**config.mk**
```make
export PLATFORM = sky130hd
export DESIGN_NAME = exc_entry_ctrl
export DESIGN_NICKNAME = d
export VERILOG_FILES = /design/src/rtl/exc_entry_pkg.sv /design/src/rtl/exc_entry_decide.sv /design/src/rtl/exc_entry_savebank.sv /design/src/rtl/exc_entry_ctrl.sv
export SDC_FILE = /design/constraint.sdc
export NUM_CORES = 1
export LEC_CHECK = 0
export BUFFER_PORTS_ARGS = -buffer_cell sky130_fd_sc_hd__buf_2
export CAP_MARGIN = 10
export CORE_AREA = 2 2 139 141
export DETAILED_ROUTE_END_ITERATION = 10
export DIE_AREA = 0 0 141 143
export GPL_TIMING_DRIVEN = 1
export PLACE_DENSITY = 0.75
export SETUP_SLACK_MARGIN = 0.02
export SLEW_MARGIN = 20
export SYNTH_ARGS = -nofsm -noshare
export SYNTH_HDL_FRONTEND = slang
export SYNTH_SLANG_ARGS = --single-unit
```
**constraint.sdc**
```tcl
create_clock -name clk_i -period 0.8 [get_ports clk_i]
set_input_delay 0.08 -clock clk_i [delete_from_list [all_inputs] [get_ports clk_i]]
set_output_delay 0.08 -clock clk_i [all_outputs]
set_load 0.01 [all_outputs]
```
**src/rtl/exc_entry_pkg.sv**
```systemverilog
package exc_entry_pkg;
  typedef enum logic [1:0] {
    VEC_KERNEL = 2'd0,
    VEC_USER   = 2'd1,
    VEC_DOUBLE = 2'd2,
    VEC_DEBUG  = 2'd3
  } vec_e;
endpackage

```
**src/rtl/exc_entry_decide.sv**
```systemverilog
module exc_entry_decide
  import exc_entry_pkg::*;
#(
  parameter int ILW       = 4,
  parameter int DBG_LEVEL = 5
) (
  input  logic           gen_req_i,
  input  logic           dbg_req_i,
  input  logic [ILW-1:0] ps_intlevel_i,
  input  logic           ps_um_i,
  input  logic           ps_excm_i,
  output logic           take_gen_o,
  output logic           take_dbg_o,
  output logic           dbl_o,
  output vec_e           vec_o,
  output logic [ILW-1:0] nxt_intlevel_o,
  output logic           nxt_um_o,
  output logic           nxt_excm_o
);
  localparam logic [ILW-1:0] DBG_LVL = ILW'(DBG_LEVEL);

  // debug has priority only when it is accepted
  assign take_dbg_o = dbg_req_i && (ps_intlevel_i < DBG_LVL);
  assign take_gen_o = gen_req_i && !take_dbg_o;
  assign dbl_o      = ps_excm_i;

  always_comb begin
    nxt_um_o       = ps_um_i;
    nxt_excm_o     = 1'b1;
    nxt_intlevel_o = ps_intlevel_i;
    if (take_dbg_o) begin
      vec_o          = VEC_DEBUG;
      nxt_intlevel_o = DBG_LVL;
    end else if (ps_excm_i) begin
      vec_o = VEC_DOUBLE;
    end else if (ps_um_i) begin
      vec_o = VEC_USER;
    end else begin
      vec_o = VEC_KERNEL;
    end
  end
endmodule

```
**src/rtl/exc_entry_savebank.sv**
```systemverilog
module exc_entry_savebank #(
  parameter int XLEN      = 32,
  parameter int PS_W      = 6,
  parameter int DBG_LEVEL = 5,
  parameter bit HAS_DEPC  = 1'b1
) (
  input  logic                      clk_i,
  input  logic                      rst_ni,
  input  logic                      take_gen_i,
  input  logic                      take_dbg_i,
  input  logic                      dbl_i,
  input  logic [XLEN-1:0]           pc_i,
  input  logic [PS_W-1:0]           ps_word_i,
  output logic [DBG_LEVEL*XLEN-1:0] epc_flat_o,
  output logic [DBG_LEVEL*PS_W-1:0] eps_flat_o,
  output logic [XLEN-1:0]           depc_o
);
  for (genvar l = 1; l <= DBG_LEVEL; l++) begin : g_lvl
    localparam bit IS_GEN = (l == 1);
    localparam bit IS_DBG = (l == DBG_LEVEL);
    logic            epc_we, eps_we;
    logic [XLEN-1:0] epc_q;
    logic [PS_W-1:0] eps_q;

    assign epc_we = (IS_GEN && take_gen_i && !(dbl_i && HAS_DEPC)) ||
                    (IS_DBG && take_dbg_i);
    assign eps_we = IS_DBG && take_dbg_i;

    always_ff @(posedge clk_i or negedge rst_ni) begin
      if (!rst_ni) begin
        epc_q <= '0;
        eps_q <= '0;
      end else begin
        if (epc_we) epc_q <= pc_i;
        if (eps_we) eps_q <= ps_word_i;
      end
    end

    assign epc_flat_o[(l-1)*XLEN +: XLEN] = epc_q;
    assign eps_flat_o[(l-1)*PS_W +: PS_W] = eps_q;
  end

  if (HAS_DEPC) begin : g_depc
    always_ff @(posedge clk_i or negedge rst_ni) begin
      if (!rst_ni)                 depc_o <= '0;
      else if (take_gen_i && dbl_i) depc_o <= pc_i;
    end
  end else begin : g_no_depc
    assign depc_o = '0;
  end
endmodule

```
**src/rtl/exc_entry_ctrl.sv**
```systemverilog
module exc_entry_ctrl
  import exc_entry_pkg::*;
#(
  parameter int XLEN      = 32,
  parameter int CAUSE_W   = 6,
  parameter int ILW       = 4,
  parameter int DBG_LEVEL = 5,
  parameter bit HAS_DEPC  = 1'b1
) (
  input  logic                           clk_i,
  input  logic                           rst_ni,
  input  logic                           gen_req_i,
  input  logic                           gen_addr_vld_i,
  input  logic                           dbg_req_i,
  input  logic [CAUSE_W-1:0]             cause_i,
  input  logic [XLEN-1:0]                pc_i,
  input  logic [XLEN-1:0]                vaddr_i,
  input  logic [ILW-1:0]                 ps_intlevel_i,
  input  logic                           ps_um_i,
  input  logic                           ps_excm_i,
  output logic                           taken_o,
  output logic [1:0]                     vector_o,
  output logic [ILW-1:0]                 ps_intlevel_o,
  output logic                           ps_um_o,
  output logic                           ps_excm_o,
  output logic [DBG_LEVEL*XLEN-1:0]      epc_flat_o,
  output logic [DBG_LEVEL*(ILW+2)-1:0]   eps_flat_o,
  output logic [XLEN-1:0]                depc_o,
  output logic [CAUSE_W-1:0]             exccause_o,
  output logic [XLEN-1:0]                excvaddr_o,
  output logic [CAUSE_W-1:0]             debugcause_o
);
  localparam int PS_W = ILW + 2;

  logic           take_gen, take_dbg, dbl;
  vec_e           vec;
  logic [ILW-1:0] nxt_il;
  logic           nxt_um, nxt_excm;
  logic           take_any;
  logic [PS_W-1:0] ps_word;

  assign take_any = take_gen || take_dbg;
  assign ps_word  = {ps_intlevel_i, ps_um_i, ps_excm_i};

  exc_entry_decide #(.ILW(ILW), .DBG_LEVEL(DBG_LEVEL)) u_decide (
    .gen_req_i      (gen_req_i),
    .dbg_req_i      (dbg_req_i),
    .ps_intlevel_i  (ps_intlevel_i),
    .ps_um_i        (ps_um_i),
    .ps_excm_i      (ps_excm_i),
    .take_gen_o     (take_gen),
    .take_dbg_o     (take_dbg),
    .dbl_o          (dbl),
    .vec_o          (vec),
    .nxt_intlevel_o (nxt_il),
    .nxt_um_o       (nxt_um),
    .nxt_excm_o     (nxt_excm)
  );

  exc_entry_savebank #(
    .XLEN(XLEN), .PS_W(PS_W), .DBG_LEVEL(DBG_LEVEL), .HAS_DEPC(HAS_DEPC)
  ) u_bank (
    .clk_i      (clk_i),
    .rst_ni     (rst_ni),
    .take_gen_i (take_gen),
    .take_dbg_i (take_dbg),
    .dbl_i      (dbl),
    .pc_i       (pc_i),
    .ps_word_i  (ps_word),
    .epc_flat_o (epc_flat_o),
    .eps_flat_o (eps_flat_o),
    .depc_o     (depc_o)
  );

  always_ff @(posedge clk_i or negedge rst_ni) begin
    if (!rst_ni) begin
      taken_o       <= 1'b0;
      vector_o      <= VEC_KERNEL;
      ps_intlevel_o <= '0;
      ps_um_o       <= 1'b0;
      ps_excm_o     <= 1'b0;
      exccause_o    <= '0;
      excvaddr_o    <= '0;
      debugcause_o  <= '0;
    end else begin
      taken_o <= take_any;
      if (take_any) begin
        vector_o      <= vec;
        ps_intlevel_o <= nxt_il;
        ps_um_o       <= nxt_um;
        ps_excm_o     <= nxt_excm;
      end
      if (take_gen) begin
        exccause_o <= cause_i;
        if (gen_addr_vld_i) excvaddr_o <= vaddr_i;
      end
      if (take_dbg) debugcause_o <= cause_i;
    end
  end
endmodule

```
Word level (Yosys, flattened, before mapping)
Cells that the tools add are included.

storage, ports and cells
  output and inout port bits = 275
  logic and storage cells = 25
  register bits = 155

operators by class
  $lt $le $gt $ge = 1
  muxes and demuxes = 4
  reductions and logical operators = 8

operators with widths
  operator              count
  $logic_and A1 B1 Y1   4
  $lt A4 B3 Y1 const B  1
  $mux W2               2
  $mux W4               1
  $logic_not A1 Y1      2
  $reduce_and A2 Y1     1
  $logic_or A1 B1 Y1    1
  $mux W1               1

Logic depth before layout (Yosys ltp)
  depth after elaboration = 5
  gate-level depth with buffers = 5
  gate-level depth less buffers = 3

By module
A second synthesis with hierarchy kept.

unflattened totals
  cells, all modules = 466
  area total of the unflattened synthesis = 7041.8 um2

by module, submodules not included
  module              sequential area each (um2)  area an instance (um2)  cells an instance  instances
  exc_entry_savebank  2552.4                      4839.6                  338                1
  exc_entry_ctrl      1326.3                      2100.8                  113                1
  exc_entry_decide    0.0                         101.3                   15                 1

Worst setup path before layout
OpenSTA, ideal clock, no wires.

  kind = input -> register
  start point = input port gen_req_i
  end point = register u_bank.g_lvl[1].epc_q[11]
  buffers on the path = 2
  library setup time = 0.125 ns
  data required time = 0.675 ns
  slack = -0.510 ns
  stages = 5
  data arrival time = 1.185 ns
  cell sequence = buf_2 inv_1 a211oi_4 buf_6 mux2_2

between the ends
  longest elaborated chain between the ends = 2

ends and longest elaborated chain
  what                    line                      source
  start: declaration      exc_entry_ctrl.sv:12      input logic gen_req_i,
  $logic_and A1 B1 Y1     exc_entry_decide.sv:24    assign take_gen_o = gen_req_i && !take_dbg_o;
  $logic_and A1 B1 Y1     exc_entry_savebank.sv:25  assign epc_we = (IS_GEN && take_gen_i && !(dbl_i && HAS_DEPC)) ||
  end signal: assignment  exc_entry_savebank.sv:34  if (epc_we) epc_q <= pc_i;
  end: declaration        exc_entry_savebank.sv:22  logic [XLEN-1:0] epc_q;

Every way passes these cells.
A chain may end at the register's enable or synchronous reset.

Worst setup path in the final report
  start point = register u_bank.depc_o[0]
  end point = output port depc_o[0]

RTL lines
  what                      line                      source
  start: declaration        exc_entry_savebank.sv:16  output logic [XLEN-1:0] depc_o
  start signal: assignment  exc_entry_savebank.sv:46  else if (take_gen_i && dbl_i) depc_o <= pc_i;
  end: declaration          exc_entry_ctrl.sv:28      output logic [XLEN-1:0] depc_o,

No word-level cell between the ends.

==> run summary <==
Clock Path Buffers = 2
DRC viols = 0
Initial Utilization = 36.26%
Vias per cell = 4.356
Synth Warn # = 0
Via count = 5145
Failing checks = setup timing
Congestion Overflow GR = 0
Die Wd = 141 um
Post-synthesis mux area share = 25.00%
Antenna viol nets, final = 0
CP Class = flop to output pin
Clock Skews = 0 ps
Routed WL per cell = 18.99 um
Final min period = 1135 ps
Post-DP HPWL = 11510 um
Htree depth = 4
Pin count of the biggest net entering global routing = 43
All-layer global routing usage = 19.62%
Area share of the largest cell type after synthesis = 57.58%
Area share of and/or/nand/nor cells after synthesis = 0.8915%
Top post-synthesis cells by area = dfrtp_1 58%, mux2_2 22%, buf_4 14%
Cell count of the worst hold path = 3
Layout cells sized above 1 = 61.56%
Power density over the cells = 2282 mW/mm^2
Final net count = 1015
Number of port buffers = 235
Top-level port count = 356
Post-synthesis adder-cell area fraction = 0%
Hold Buf Count CTS = 73
Routability Congestion = 0.7537
Yosys top cell by area = dfrtp_1
Post-Syn Instances = 463
Initial antenna violation count = 0
Crit end category = output pin
Std cell rows = 50
Critical Path AT = 1060 ps
Die H = 143 um
Place WS = -646.6 ps
Most frequent cells in the layout = 175 x buf_2, 155 x dfrtp_1, 136 x mux2_4
Hold Crit Class = input port to flop
First-pass GRT wire length = 29830 um
Pleak = 6.099 nW
Final-layout fill cell count = 1340
RSZ-0062 raised after global routing = true
Root Buffer Master = clkbuf_16
Peak VDD IR = 0.001373 V
Crit path required time = 720 ps
Cell Area, Synth = 0.006736 sq mm
Final Cell Area = 0.01168 sq mm
CTS tree = built
Clock tree sinks = 155
Status = finished with violations
Routed WL = 22430 um
Worst-path clk slew = 60 ps
Synthesized flop and latch total = 155
Post-Syn Area per Cell = 14.55 sq um
Register area share after synthesis = 57.58%
Die ar. = 0.02016 sq mm
Compound-cell area share of the yosys netlist = 1.319%
Initial drt markers = 115
Max Freq = 0.8810 GHz
CP startpoint kind = flop
Fin. Hold Viols = 0
Vias in the first global route = 5230
Max Transition Viols Final = 0
Most common cell after layout, fill and taps aside = buf_2
Final core utilization = 62.87%
Fin worst setup slack = -335.1 ps
Placed cell areas = 0.008139 sq mm
Final setup violation count = 298
P&R area growth vs syn = 73.40%
Core area = 0.01858 sq mm
Worst-Skew Late Latency = 420 ps
Max_cap viols = 0
Cts bufs inserted = 17
XOR/XNOR share of the synthesized area = 0%
Largest family of logic cells by synthesized area = multiplexers
Antenna cells = 0
Post-synth cell types = 24
Crit Path Max Fanout = 2
Tcrit/Tclk final = 141.9%
1st-pass router iterations = 4
Worst r2r path cells = 3
[path summary, 6_finish.rpt]
kind | to | startpoint | slack [ps]
hold reg to reg | ps_excm_o | ps_excm_o | 460
max in group asynchronous | excvaddr_o[30] | rst_ni | 210
min in group asynchronous | ps_intlevel_o[0] | rst_ni | 70
hold / removal | u_bank.g_lvl[5].eps_q[3] | ps_intlevel_i[1] | 30
setup reg to reg | excvaddr_o[3] | excvaddr_o[3] | -220
setup / recovery | depc_o[0] | u_bank.depc_o[0] | -340
[per-layer routing]
metal / vias to the layer above / routed length, um / global-route usage [%]
li1: 2276 / - / -
met1: 2595 / 8508 / 21.91
met2: 244 / 11920 / 35.76
met3: 30 / 1496 / 6.170
met4: 0 / 501 / 6.158
met5: - / 0 / 0
[sequential cells by signal, indices dropped and copies added (netlist names)]
name / cells
u_bank.g_lvl.eps_q: 6
vector_o: 2
ps_excm_o: 1
excvaddr_o: 32
ps_intlevel_o: 4
ps_um_o: 1
debugcause_o: 6
u_bank.g_lvl.epc_q: 64
exccause_o: 6
taken_o: 1
u_bank.depc_o: 32
[logic make-up after synthesis]
family                 after synthesis
multiplexers                       150
AO/OA/AOI/OAI                        9
buffers and inverters              136
flip-flops                         155
AND/OR/NAND/NOR                     12
other                                1
[through the flow]
step | hold slack [ps] | setup TNS (ps) | cells | power, mW
5_1_grt | 15.33 | -66790 | 1181 | 27.80
6_report | 31.28 | -60490 | 1181 | 26.66
2_1_floorplan | -215.6 | -49450 | 582 | 12.92
3_3_place_gp | -53.13 | -81150 | 946 | 14.76
3_5_place_dp | -52.70 | -83860 | 946 | 14.89
4_1_cts | 9.836 | -60210 | 1113 | 25.10
[area by class of cell]
cell class	count	area, sq um	area share (%)
well taps	234	292.8	2.506
multi-input cells	291	2863	24.51
flip-flops and latches	155	3879	33.20
clock buffers	22	484.2	4.145
clock inverters	10	113.9	0.9747
inverters	2	12.51	0.1071
repair buffers	467	4036	34.55
[synth_stat cells]
library cell and n:
and2_1 1, buf_2 3, a21oi_1 1, o21ai_1 1, buf_4 127, nand2b_1 2
inv_1 2, o22a_1 1, o21a_1 1, dfrtp_1 155, mux2_2 134, nor3_1 1
nand2_1 4, o211ai_2 2, mux2_1 12, mux2i_1 4, nor2_1 2, conb_1 1
a211o_1 1, buf_6 4, o21ai_2 1, a211oi_4 1, nor3b_1 1, nor2b_1 1
[repair_timing]
action,4_1_cts,5_1_grt
buffers inserted,51,85
resized for setup,173,73
pin swaps,7,6
cloned,12,2
endpoints found under the setup margin,294,296
endpoints found under the hold margin,298,1
[worst max-delay path, cell delays in order (launching register included)]
cell,delay [ps]
dfrtp_1,390
buf_6,130
buf_6,110
[report_power, final]
| part | switching [mW] | total, mW | internal, mW |
|---|---|---|---|
| clock network | 3.24 | 8.17 | 4.93 |
| logic | 3.23 | 8.38 | 5.15 |
| registers | 0.913 | 10.1 | 9.20 |
No activity file was read; power rests on OpenSTA's default activity.
